[src/rtl/dma_err_pkg.sv]
package dma_err_pkg;

    localparam int NUM_SRC = 3;
    localparam int REG_AW  = 12;

    localparam logic [REG_AW-1:0] OFS_STATUS  = 12'h110;
    localparam logic [REG_AW-1:0] OFS_ENABLE  = 12'h114;
    localparam logic [REG_AW-1:0] OFS_FLTADDR = 12'h140;

    // bit positions of the sources inside status and enable
    typedef enum int {
        SRC_MDMA = 0,
        SRC_SDMA = 1,
        SRC_CMD  = 2
    } err_src_e;

    // one field per source, mdma in bit 0
    typedef struct packed {
        logic cmd;
        logic sdma;
        logic mdma;
    } err_evt_t;

    typedef enum logic [1:0] {
        SEL_NONE,
        SEL_STATUS,
        SEL_ENABLE,
        SEL_FLTADDR
    } reg_sel_e;

    function automatic reg_sel_e decode_ofs(input logic [REG_AW-1:0] ofs);
        case (ofs)
            OFS_STATUS:  return SEL_STATUS;
            OFS_ENABLE:  return SEL_ENABLE;
            OFS_FLTADDR: return SEL_FLTADDR;
            default:     return SEL_NONE;
        endcase
    endfunction

endpackage

[src/rtl/dma_err_status.sv]
module dma_err_status
    import dma_err_pkg::*;
#(
    parameter int N = NUM_SRC
) (
    input  logic         clk,
    input  logic         rst,
    input  logic [N-1:0] set_i,
    input  logic [N-1:0] clr_i,
    output logic [N-1:0] status_o
);

    logic [N-1:0] bits_q;

    for (genvar i = 0; i < N; i++) begin : g_bit
        always_ff @(posedge clk) begin
            if (rst) begin
                bits_q[i] <= 1'b0;
            end else if (set_i[i]) begin
                bits_q[i] <= 1'b1;      // a new event beats a clear
            end else if (clr_i[i]) begin
                bits_q[i] <= 1'b0;
            end
        end
    end

    assign status_o = bits_q;

endmodule

[src/rtl/dma_err_addr_cap.sv]
module dma_err_addr_cap #(
    parameter int ADDR_W = 32
) (
    input  logic              clk,
    input  logic              rst,
    input  logic              mdma_vld_i,
    input  logic [ADDR_W-1:0] mdma_addr_i,
    input  logic              cmd_vld_i,
    input  logic [ADDR_W-1:0] cmd_addr_i,
    output logic [ADDR_W-1:0] addr_o
);

    logic [ADDR_W-1:0] addr_q;
    logic [ADDR_W-1:0] addr_d;
    logic              load;

    always_comb begin
        load   = cmd_vld_i | mdma_vld_i;
        addr_d = cmd_vld_i ? cmd_addr_i : mdma_addr_i;   // command engine wins
    end

    always_ff @(posedge clk) begin
        if (rst) begin
            addr_q <= '0;
        end else if (load) begin
            addr_q <= addr_d;
        end
    end

    assign addr_o = addr_q;

endmodule

[src/rtl/dma_err_regs.sv]
module dma_err_regs
    import dma_err_pkg::*;
#(
    parameter int DATA_W = 32,
    parameter int ADDR_W = 32
) (
    input  logic               clk,
    input  logic               rst,
    input  logic               wr_i,
    input  logic [REG_AW-1:0]  ofs_i,
    input  logic [DATA_W-1:0]  wdata_i,
    input  logic [NUM_SRC-1:0] status_i,
    input  logic [ADDR_W-1:0]  fltaddr_i,
    output logic [NUM_SRC-1:0] clr_o,
    output logic [NUM_SRC-1:0] enable_o,
    output logic [DATA_W-1:0]  rdata_o
);

    reg_sel_e           sel;
    logic [NUM_SRC-1:0] en_q;

    always_comb sel = decode_ofs(ofs_i);

    always_ff @(posedge clk) begin
        if (rst) begin
            en_q <= '0;
        end else if (wr_i && sel == SEL_ENABLE) begin
            en_q <= wdata_i[NUM_SRC-1:0];
        end
    end

    always_comb begin
        clr_o = '0;
        if (wr_i && sel == SEL_STATUS) begin
            clr_o = wdata_i[NUM_SRC-1:0];
        end
    end

    always_comb begin
        rdata_o = '0;
        case (sel)
            SEL_STATUS:  rdata_o = DATA_W'(status_i);
            SEL_ENABLE:  rdata_o = DATA_W'(en_q);
            SEL_FLTADDR: rdata_o = DATA_W'(fltaddr_i);
            default:     rdata_o = '0;
        endcase
    end

    assign enable_o = en_q;

endmodule

[src/rtl/dma_err_intc.sv]
module dma_err_intc
    import dma_err_pkg::*;
#(
    parameter int DATA_W = 32,
    parameter int ADDR_W = 32
) (
    input  logic              clk,
    input  logic              rst,
    input  logic              mdma_err_i,
    input  logic [ADDR_W-1:0] mdma_addr_i,
    input  logic              sdma_err_i,
    input  logic              cmd_err_i,
    input  logic [ADDR_W-1:0] cmd_addr_i,
    input  logic              reg_wr_i,
    input  logic [REG_AW-1:0] reg_addr_i,
    input  logic [DATA_W-1:0] reg_wdata_i,
    output logic [DATA_W-1:0] reg_rdata_o,
    output logic              irq_o
);

    err_evt_t           evt;
    logic [NUM_SRC-1:0] status_q;
    logic [NUM_SRC-1:0] enable_q;
    logic [NUM_SRC-1:0] clr_vec;
    logic [ADDR_W-1:0]  flt_addr;
    logic               irq_q;

    always_comb begin
        evt.mdma = mdma_err_i;
        evt.sdma = sdma_err_i;
        evt.cmd  = cmd_err_i;
    end

    dma_err_status #(.N(NUM_SRC)) u_status (
        .clk      (clk),
        .rst      (rst),
        .set_i    (evt),
        .clr_i    (clr_vec),
        .status_o (status_q)
    );

    dma_err_addr_cap #(.ADDR_W(ADDR_W)) u_addr (
        .clk         (clk),
        .rst         (rst),
        .mdma_vld_i  (evt.mdma),
        .mdma_addr_i (mdma_addr_i),
        .cmd_vld_i   (evt.cmd),
        .cmd_addr_i  (cmd_addr_i),
        .addr_o      (flt_addr)
    );

    dma_err_regs #(.DATA_W(DATA_W), .ADDR_W(ADDR_W)) u_regs (
        .clk       (clk),
        .rst       (rst),
        .wr_i      (reg_wr_i),
        .ofs_i     (reg_addr_i),
        .wdata_i   (reg_wdata_i),
        .status_i  (status_q),
        .fltaddr_i (flt_addr),
        .clr_o     (clr_vec),
        .enable_o  (enable_q),
        .rdata_o   (reg_rdata_o)
    );

    always_comb irq_q = |(status_q & enable_q);
    assign irq_o = irq_q;

endmodule

[config.mk]
export PLATFORM = sky130hd
export DESIGN_NAME = dma_err_intc
export DESIGN_NICKNAME = d
export VERILOG_FILES = /design/src/rtl/dma_err_pkg.sv /design/src/rtl/dma_err_status.sv /design/src/rtl/dma_err_addr_cap.sv /design/src/rtl/dma_err_regs.sv /design/src/rtl/dma_err_intc.sv
export SDC_FILE = /design/constraint.sdc
export NUM_CORES = 1
export LEC_CHECK = 0
export ABC_AREA = 1
export BUFFER_PORTS_ARGS = -buffer_cell sky130_fd_sc_hd__clkbuf_2
export CORE_MARGIN = 1
export CORE_UTILIZATION = 43
export CTS_CLUSTER_DIAMETER = 80
export DETAILED_ROUTE_END_ITERATION = 10
export MAX_ROUTING_LAYER = met4
export PLACE_DENSITY = 0.81
export SETUP_SLACK_MARGIN = 0.1
export SLEW_MARGIN = 10
export SYNTH_ARGS = -nofsm -noshare
export SYNTH_HDL_FRONTEND = slang
export SYNTH_SLANG_ARGS = --single-unit
[constraint.sdc]
create_clock -name clk -period 1.13 [get_ports clk]
set_input_delay 0.113 -clock clk [delete_from_list [all_inputs] [get_ports clk]]
set_output_delay 0.113 -clock clk [all_outputs]
set_load 0.05 [all_outputs]
Word level (Yosys, flattened, before mapping)
Index checks and enable logic that the tools add are counted.

storage, ports and cells
  register bits after elaboration = 38
  input port bits = 114
  output and inout port bits = 33

cells by class
  equal/unequal tests = 6
  muxes and demuxes = 10
  bitwise operators = 2
  reductions and logical operators = 6

operators by type and width
  kind                                                               count
  32-bit case mux with 3 select lines                                1
  12-bit by 9-bit == test with 1-bit output (second input constant)  3
  32-bit 2-to-1 mux                                                  1
  1-bit 2-to-1 mux                                                   6
  2-bit case mux with 3 select lines                                 1
  2-bit nonzero test                                                 3
  2-bit == test (second input constant)                              2
  3-bit bitwise AND                                                  1
  3-bit 2-to-1 mux                                                   1
  3-bit OR reduction                                                 1
  2-bit by 1-bit == test with 1-bit output (second input constant)   1
  1-bit logical AND                                                  2
  1-bit bitwise OR                                                   1

Depth between registers and ports, before layout
Gate-level depths: netlist of the first run.

  word-level depth = 7
  gate-level depth with buffers = 8

Cells and area by module
A second synthesis of the first run with hierarchy kept.

second synthesis, totals
  cell total of the unflattened synthesis = 394
  area total of the unflattened synthesis = 2441.1 sq um

modules (own cells, without submodules)
  module            times used  cells an instance  area an instance (sq um)  seq. area each (sq um)
  dma_err_addr_cap  1           244                1617.8                    640.6
  dma_err_regs      1           131                698.2                     60.1
  dma_err_status    1           15                 108.9                     60.1
  dma_err_intc      1           4                  16.3                      0.0

Worst setup path after synthesis of the first run
OpenSTA, ideal clock, no wires.

  path type = input to output
  start point = input reg_addr_i[11]
  end point = output reg_rdata_o[1]
  arrival time = 1.503 ns
  required time = 1.017 ns
  path slack = -0.486 ns
  cell stages on the path = 6
  buffers on the path = 1
  cells stage by stage = nor2_1 inv_1 nor2_4 nand3_2 buf_2 o211ai_1

on the way
  cells in the longest elaborated chain, start to end = 4

RTL lines
  what                                                                       line                RTL
  start: declaration                                                         dma_err_intc.sv:15  input logic [REG_AW-1:0] reg_addr_i,
  12-bit by 9-bit == test with 1-bit output                                  dma_err_pkg.sv:32   case (ofs)
  2-bit case mux with 3 select lines (*)                                     dma_err_pkg.sv:32
  2-bit == test or 2-bit by 1-bit == test with 1-bit output (tied branches)  dma_err_regs.sv:41  case (sel)
  32-bit case mux with 3 select lines (*)                                    dma_err_regs.sv:41
  end: declaration                                                           dma_err_intc.sv:17  output logic [DATA_W-1:0] reg_rdata_o,

Every way passes the cells marked *; elsewhere a longest branch is shown, timed or not.

Final worst setup path of the first run
  start point = input reg_addr_i[11]
  end point = output reg_rdata_o[0]

Same word-level chain as after synthesis.

==> impl_metrics.tcl, run 1 <==
set metrics [dict create \
    chipWidth_um 75.2 \
    wirelength_um 6590 \
    grt_max_degree 26 \
    syn_nets 474 \
    die_area_um2 5650 \
    worst_r2r_startpoint "u_addr.addr_o[12]$_SDFFE_PP0P_" \
    area_growth_pct 63.8 \
    timing.final.crit_period_ns 1.31 \
    combined_area_of_the_multi_input_logic_cells_um2 1370 \
    synthSimpleGateAreaFrac 0.314 \
    n_antenna_cell 0 \
    grt_setup_unrepaired "yes" \
    drt_iter0_drc 68 \
    setup_tns_ns -3.40 \
    max_clock_freq_mhz 764 \
    grt_first_pass_wirelength_um 10200 \
    final_design_area_no_fill_um2 3770 \
    portBuffers 117 \
    fin_nets 599 \
    worstPathCellList "buf_6 -> nor2_4 -> inv_2 -> nor2_4 -> nand3_4 -> buf_12 -> o31ai_4 -> nand2_1 -> nand2_2 -> buf_12" \
    final_cells 556 \
    timing.max_cap.violations 0 \
    criticalPathCategory "input port to output pin" \
    hold-worst-slack_ns 0.0359 \
    drcViolationCount 0 \
    synth_area_um2 2300 \
    synth.area.mux_share 0 \
    synth-adder-area-share 0 \
    synth.ff_latch_count 38 \
    crit_path_max_incr_delay_ns 0.20 \
    cpMaxStageDelayCell "buf_12" \
    dieHeight_um 75.2 \
    peakVddDrop_mv 0.665 \
    final_core_util 0.734 \
    yosys_warnings 0 \
    num-fill-cells 417 \
    placed_area_um2 3280 \
    final_layout_size_suffix_gt1_frac 0.442 \
    combinational_family_with_the_most_area_after_synthesis "simple AND/OR/NAND/NOR gates" \
    holdPathStages 2 \
    setup_violations 32 \
    num_rows 26 \
    grt_antenna_before_repair 0 \
    clock_latency_ns 0.29 \
    globalplace.congestion 0.878 \
    initial_standard_cell_utilization_of_the_core 0.448 \
    worstReg2RegEnd "u_addr.addr_o[12]$_SDFFE_PP0P_" \
    violated_checks "setup timing" \
    detail-route-antenna-nets 0 \
    ff_latch_area_um2 768 \
    end_kind "output pin" \
    dr.pass1.iters 4 \
    dpl.hpwl_um 4750 \
    ctsHoldBuffers 0 \
    final.setup_skew_ns 0 \
    timing.slew.headroom 0.838 \
    worst_ep_arrival_time_ns 1.20 \
    ys_seq_area_frac 0.330 \
    clock_slew_seen_by_the_registers_of_the_worst_setup_and_hold_paths_ns 0.07 \
    worst_hold_path_type "input port to register" \
    avgSynthCellArea_um2 6.40 \
    layout_setup_ws_ns -0.179 \
    post_synth_num_cell_types 18 \
    clock_path_buffers 2 \
    cts_tree "yes" \
    route.detailed.vias_per_inst 4.80 \
    clock_sink_count 38 \
    synth-xor-area-share 0 \
    crit_end "reg_rdata_o[0]" \
    worst_ep_required_time_ns 1.02 \
    timing_max_transition_violations_final 0 \
    gr-usage-all-layers 0.246 \
    clock-root-buffer "clkbuf_8" \
    globalRoute.totalOverflow 0 \
    h-tree-depth 2 \
    core-area_um2 5140 \
    post-route-period-util 1.16 \
    powerDensity_nw_per_um2 804 \
    leakagePower_nw 1.91 \
    final-hold-violation-count 0 \
    share_of_the_synthesized_area_in_compound_gates_ao_oa_aoi_oai 0.179 \
    syn-instance-count 360 \
    max_fanout_on_critical_path 8 \
    tightest_slew_ns 0.241 \
    average_wire_length_per_cell_after_detail_routing_um 11.8 \
    r2r.worst_path.cells 4 \
    status "finished, violations left" \
    total_via_count_after_detailed_routing 2670 \
    layout_commonest_cell "clkbuf_2" \
    placedCellCount 547 \
    layout.cells.most_common_list "clkbuf_2, inv_1, nand2_1" \
    start_kind "input port" \
    grt_pass1_vias 2386 \
    numCtsBuffers 5 \
    worst-r2r-setup-slack_ns 0.38 \
    top_ports 147 \
    crit_path_start "reg_addr_i[11]" \
]
-- metrics by stage --
step                setup WS [ns]  total power (W)
global route               -0.262          0.00321
finish                     -0.179          0.00303
floorplan                  -0.444          0.00184
CTS                        -0.204          0.00305
global placement           -0.168          0.00207
detailed placement         -0.222          0.00209
-- area by class of cell --
cell class,count,area share
clock buffer,7,0.0229
multi-input combinational,226,0.363
clock inverter,1,0.00133
sequential,38,0.204
timing repair buffer,139,0.311
inverter,75,0.0747
tap,70,0.0232
-- synthesized netlist by cell type (all sizes together) --
| cell | instances | area share |
|---|---|---|
| inv | 75 | 0.12 |
| or2 | 1 | 0.0027 |
| dfxtp | 38 | 0.33 |
| nand2 | 77 | 0.13 |
| nand4 | 7 | 0.019 |
| a21oi | 3 | 0.0065 |
| o21ai | 27 | 0.059 |
| o31ai | 1 | 0.0033 |
| buf | 11 | 0.037 |
| clkbuf | 10 | 0.016 |
| o211ai | 22 | 0.11 |
| nor2 | 61 | 0.11 |
| nand3 | 27 | 0.061 |
-- cell families after synthesis --
family | count (synthesis)
compound gates | 53
simple gates | 173
buf+inv | 96
flops | 38
-- routing by layer --
metal,up-vias,GRT usage,wire length (um)
li1,1358,-,-
met2,96,0.437,3440
met5,-,-,0
met4,0,0.0679,112
met3,10,0.0549,419
met1,1206,0.278,2610
-- critical path: cells and delay by family --
kind | cells | cell delay [ns]
compound gates | 1 | 0.05
buf+inv | 4 | 0.47
simple gates | 5 | 0.55
-- power by group --
part / switching, W / leakage (nW) / internal, W / total, W
combinational: 0.000354 / 1.55 / 0.000278 / 0.000632
clock: 0.000458 / 0.0482 / 0.000492 / 0.000950
sequential: 0.0000275 / 0.316 / 0.00142 / 0.00145
total: 0.000839 / 1.91 / 0.00219 / 0.00303
-- state kept, by name, indices dropped and copies added, names as in the netlist --
name,cells
u_addr.addr_o,32
u_regs.enable_o,3
u_status.status_o,3
-- how the worst min path moves through the flow --
| stage | slack (ns) | startpoint | to |
|---|---|---|---|
| after CTS | 0.03 | rst | u_status.status_o[2]$_SDFFE_PP0P_ |
| after detailed placement | 0.34 | sdma_err_i | u_status.status_o[1]$_SDFFE_PP0P_ |
| after global routing | 0.04 | rst | u_status.status_o[1]$_SDFFE_PP0P_ |
| final | 0.04 | rst | u_status.status_o[2]$_SDFFE_PP0P_ |
| after global placement | 0.34 | sdma_err_i | u_status.status_o[1]$_SDFFE_PP0P_ |
| after floorplan | 0.19 | rst | u_status.status_o[0]$_SDFFE_PP0P_ |
-- repair_timing --
action                                  CTS  global route
pin swaps                                10             9
buffers inserted                          0             0
cloned                                    1             0
endpoints found under the hold margin     0             0
endpoints found under the setup margin   33            38
resized for setup                        77            38
No activity file was read; power rests on OpenSTA's default activity.
==> run 2, diff against run 1 <==
BUFFER_PORTS_ARGS = not set   (was -buffer_cell sky130_fd_sc_hd__clkbuf_2)
CELL_PAD_IN_SITES_DETAIL_PLACEMENT = 1   (was not set)
CELL_PAD_IN_SITES_GLOBAL_PLACEMENT = 1   (was not set)
CORE_UTILIZATION = 40   (was 43)
DONT_BUFFER_PORTS = 1   (was not set)
PLACE_DENSITY = not set   (was 0.81)
PLACE_DENSITY_LB_ADDON = 0.1   (was not set)
==> run 2 against run 1 <==
The flow still finishes with violations (setup timing); fmax grew 7.7%; flip-flop and latch count is the same; final cell count is 15% lower.
==> impl_metrics.tcl, run 2 (synthesized netlist as in run 1, its figures left out) <==
set metrics [dict create \
    timing.slew.headroom 0.808 \
    timing_max_transition_violations_final 0 \
    post-route-period-util 1.08 \
    grt_first_pass_wirelength_um 11300 \
    hold-worst-slack_ns 0.0173 \
    initial_standard_cell_utilization_of_the_core 0.416 \
    clock_slew_seen_by_the_registers_of_the_worst_setup_and_hold_paths_ns 0.07 \
    grt_max_degree 48 \
    detail-route-antenna-nets 0 \
    clock_sink_count 38 \
    grt_antenna_before_repair 0 \
    drcViolationCount 0 \
    area_growth_pct 45.1 \
    criticalPathCategory "register to output pin" \
    largest_register_ff_count 32 \
    core-area_um2 5540 \
    worst_hold_path_type "input port to register" \
    worst_ep_arrival_time_ns 1.10 \
    max_fanout_on_critical_path 3 \
    cts_tree "yes" \
    layout_setup_ws_ns -0.0854 \
    portBuffers 0 \
    route.detailed.vias_per_inst 5.05 \
    fin_nets 515 \
    final.setup_skew_ns 0 \
    worst_ep_required_time_ns 1.02 \
    clock_latency_ns 0.29 \
    numCtsBuffers 5 \
    timing.final.crit_period_ns 1.22 \
    grt_pass1_vias 2390 \
    dpl.hpwl_um 4780 \
    num_rows 27 \
    final_core_util 0.603 \
    layout_commonest_cell "nand2_1" \
    layout.cells.most_common_list "nand2_1, inv_1, nor2_4" \
    dieHeight_um 77.9 \
    violated_checks "setup timing" \
    globalplace.congestion 0.845 \
    average_wire_length_per_cell_after_detail_routing_um 15.2 \
    h-tree-depth 2 \
    globalRoute.totalOverflow 0 \
    timing.max_cap.violations 0 \
    end_kind "output pin" \
    total_via_count_after_detailed_routing 2382 \
    final-hold-violation-count 0 \
    dr.pass1.iters 4 \
    drt_iter0_drc 61 \
    tightest_slew_ns 0.285 \
    chipWidth_um 77.9 \
    final_layout_size_suffix_gt1_frac 0.313 \
    setup_violations 32 \
    top_ports 147 \
    max_clock_freq_mhz 823 \
    wirelength_um 7160 \
    clock_path_buffers 2 \
    gr-usage-all-layers 0.249 \
    grt_setup_unrepaired "yes" \
    die_area_um2 6060 \
    n_antenna_cell 0 \
    leakagePower_nw 1.56 \
    start_kind "register" \
    status "finished, violations left" \
    clock-root-buffer "clkbuf_8" \
    powerDensity_nw_per_um2 843 \
    peakVddDrop_mv 0.618 \
]
[run 2: cell type report]
cell class	count	area, um2
Timing Repair Buffer	55	723
Inverter	75	282
Sequential cell	38	768
Clock buffer	6	82.6
Tap cell	72	90.1
Fill cell	703	2200
Multi-Input combinational cell	226	1390
[run 2: per-stage QoR]
step           power (W)  instance area (um2)  setup TNS [ns]  setup WS, ns  std cells
2_1_floorplan    0.00184                 2490           -4.16        -0.444        360
3_3_place_gp     0.00187                 2890           -1.24       -0.0597        455
3_5_place_dp     0.00189                 2890           -2.42        -0.151        455
4_1_cts          0.00283                 3270           -1.84       -0.0855        471
5_1_grt          0.00297                 3340           -3.49        -0.133        472
6_report         0.00281                 3340           -1.72       -0.0854        472
[run 2: power breakdown]
group / total [W] / switching, W / internal [W]
Sequential: 0.00145 / 0.0000265 / 0.00142
Clock: 0.000916 / 0.000446 / 0.000470
Combinational: 0.000448 / 0.000276 / 0.000172
[run 2: path summary, 6_finish.rpt]
kind	startpoint	end	slack, ns	cells past startpoint
hold / removal	reg_wdata_i[1]	u_regs.enable_o[1]$_SDFFE_PP0P_	0.02	2
setup / recovery	u_status.status_o[2]$_SDFFE_PP0P_	reg_rdata_o[2]	-0.09	3
hold reg to reg	u_regs.enable_o[2]$_SDFFE_PP0P_	u_regs.enable_o[2]$_SDFFE_PP0P_	0.50	2
setup reg to reg	u_addr.addr_o[21]$_SDFFE_PP0P_	u_addr.addr_o[21]$_SDFFE_PP0P_	0.31	4
[run 2: what timing repair did]
action	in CTS	in global routing
hold buffers	4	0
gates resized for setup	53	12
endpoints found under the setup margin	33	33
hold endpoints to repair	3	0
pin swaps	7	6
setup buffers	5	0
gates cloned	1	1
[run 2: routing by layer]
layer | wire [um] | up-vias | global-route usage
met4 | 116 | 0 | 0.0736
met2 | 3780 | 82 | 0.433
li1 | - | 1187 | -
met5 | 0 | - | -
met1 | 2870 | 1099 | 0.285
met3 | 391 | 14 | 0.0541
[run 2: critical path: stages (launching register included)]
cell and delay, ns:
dfxtp_2 0.35, nand4_1 0.11, o211ai_1 0.12, buf_4 0.23
==> run 3, diff against run 2 <==
CTS_CLUSTER_SIZE = 24   (was not set)
SKIP_LAST_GASP = 1   (was not set)
TNS_END_PERCENT = 5   (was not set)
==> run 3 against run 2 <==
The flow still finishes with violations (setup timing); fmax down 1.6%; via count down 1.5%; final cell count decreased by 0.85%; first-iteration DRC count is 6.6% lower; critical path type unchanged; sequential share of layout area increased by 4.3 points; register-to-register slack gained 0.09 ns; worst setup slack got worse by 0.019 ns.
==> impl_metrics.tcl, run 3 (synthesized netlist as in run 1, its figures left out) <==
set metrics [dict create \
    status "finished, violations left" \
    violated_checks "setup timing" \
    grt_first_pass_wirelength_um 10200 \
    drt_iter0_drc 57 \
    wirelength_um 6360 \
    final.setup_skew_ns 0 \
    timing.max_cap.violations 0 \
    grt_pass1_vias 2222 \
    layout_setup_ws_ns -0.105 \
    dpl.hpwl_um 4560 \
    fin_nets 510 \
    initial_standard_cell_utilization_of_the_core 0.416 \
    post-layout-total-power_w 0.00272 \
    peakVddDrop_mv 0.504 \
    worstPathCellList "nand4_1 -> o211ai_1 -> buf_4" \
    setup_tns_ns -0.490 \
    final_cells 468 \
    start_kind "register" \
    globalRoute.totalOverflow 0 \
    worst_r2r_startpoint "u_addr.addr_o[0]$_SDFFE_PP0P_" \
    largest_register_ff_count 32 \
    max_fanout_on_critical_path 3 \
    chipWidth_um 77.9 \
    portBuffers 0 \
    clock_latency_ns 0.29 \
    numCtsBuffers 5 \
    die_area_um2 6060 \
    timing.final.crit_period_ns 1.23 \
    n_antenna_cell 0 \
    setup_violations 19 \
    max_clock_freq_mhz 810 \
    clock_sink_count 38 \
    globalplace.congestion 0.809 \
    layout_commonest_cell "nand2_1" \
    worst_ep_arrival_time_ns 1.12 \
    tightest_slew_ns 0.293 \
    grt_antenna_before_repair 0 \
    drcViolationCount 0 \
    post-route-period-util 1.09 \
    h-tree-depth 2 \
    final_layout_size_suffix_gt1_frac 0.205 \
    crit_path_max_incr_delay_ns 0.36 \
    average_wire_length_per_cell_after_detail_routing_um 13.6 \
    dieHeight_um 77.9 \
    total_via_count_after_detailed_routing 2347 \
    cpMaxStageDelayCell "dfxtp_2" \
    cts_tree "yes" \
    route.detailed.vias_per_inst 5.01 \
    powerDensity_nw_per_um2 971 \
    core-area_um2 5540 \
    num-fill-cells 763 \
    num_rows 27 \
    crit_path_start "u_status.status_o[2]$_SDFFE_PP0P_" \
    layout.cells.most_common_list "nand2_1, inv_1, nor2_1" \
    dr.pass1.iters 4 \
    leakagePower_nw 1.44 \
    clock_slew_seen_by_the_registers_of_the_worst_setup_and_hold_paths_ns 0.07 \
    top_ports 147 \
    worst_ep_required_time_ns 1.02 \
    timing_max_transition_violations_final 0 \
    combined_area_of_the_multi_input_logic_cells_um2 1160 \
    gr-usage-all-layers 0.222 \
    area_growth_pct 21.7 \
    ff_latch_area_um2 766 \
    cts_post_setup_buffers_inserted 0 \
    hold_path_origin "reg_wdata_i[1]" \
    clock-root-buffer "clkbuf_8" \
    placedCellCount 456 \
    final-hold-violation-count 0 \
    worst_hold_path_type "input port to register" \
    end_kind "output pin" \
    timing.slew.headroom 0.804 \
    grt_setup_unrepaired "yes" \
    detail-route-antenna-nets 0 \
    clock_path_buffers 2 \
    grt_max_degree 48 \
    criticalPathCategory "register to output pin" \
]
==> run 3: layer usage <==
metal | part of all wire | vias up | GRT usage
li1 | - | 1177 | -
met1 | 0.45 | 1093 | 0.269
met2 | 0.49 | 69 | 0.369
met3 | 0.051 | 8 | 0.0447
met4 | 0.011 | 0 | 0.0679
met5 | 0 | - | -
==> run 3: power by group <==
part,switching [W],total [W],internal [W]
registers,0.0000257,0.00145,0.00142
logic,0.000229,0.000393,0.000164
clock network,0.000456,0.000881,0.000425
total,0.000711,0.00272,0.00201
==> run 3: layout make-up <==
| type | instances | area share |
|---|---|---|
| Clock buffer | 7 | 0.0272 |
| Timing Repair Buffer | 50 | 0.153 |
| Tap cell | 72 | 0.0321 |
| Inverter | 75 | 0.100 |
| Multi-Input combinational cell | 226 | 0.414 |
| Sequential cell | 38 | 0.273 |
==> run 3: what timing repair did <==
| action | CTS | global route |
|---|---|---|
| hold buffers | 5 | 0 |
| gates resized for setup | 11 | 1 |
| endpoints found under the setup margin | 33 | 33 |
| hold endpoints to repair | 4 | 0 |
| pin swaps | 1 | 0 |
==> run 3: final timing paths <==
check                                                        to  slack [ns]  cells past startpoint
worst min-delay path            u_regs.enable_o[1]$_SDFFE_PP0P_       0.005                      2
worst min register to register  u_regs.enable_o[0]$_SDFFE_PP0P_        0.50                      2
worst max-delay path                             reg_rdata_o[2]       -0.10                      3
worst max register to register    u_addr.addr_o[0]$_SDFFE_PP0P_        0.40                      4
==> run 3: worst max-delay path, delay by kind of cell (launching register included) <==
kind	cells	cell delay, ns
AO/OA/AOI/OAI	1	0.13
flip-flops	1	0.36
AND/OR/NAND/NOR	1	0.10
buffers and inverters	1	0.24
==> run 3: per-stage QoR <==
step	utilization	instance area, um2	hold WS, ns	setup WS, ns
after floorplan	-	2320	0.185	-0.445
after CTS	0.505	2800	0.00103	-0.0981
after global routing	0.506	2800	0.0263	-0.171
final	0.506	2800	0.00512	-0.105
after global placement	0.477	2640	0.187	-0.108
after detailed placement	0.477	2640	0.188	-0.112
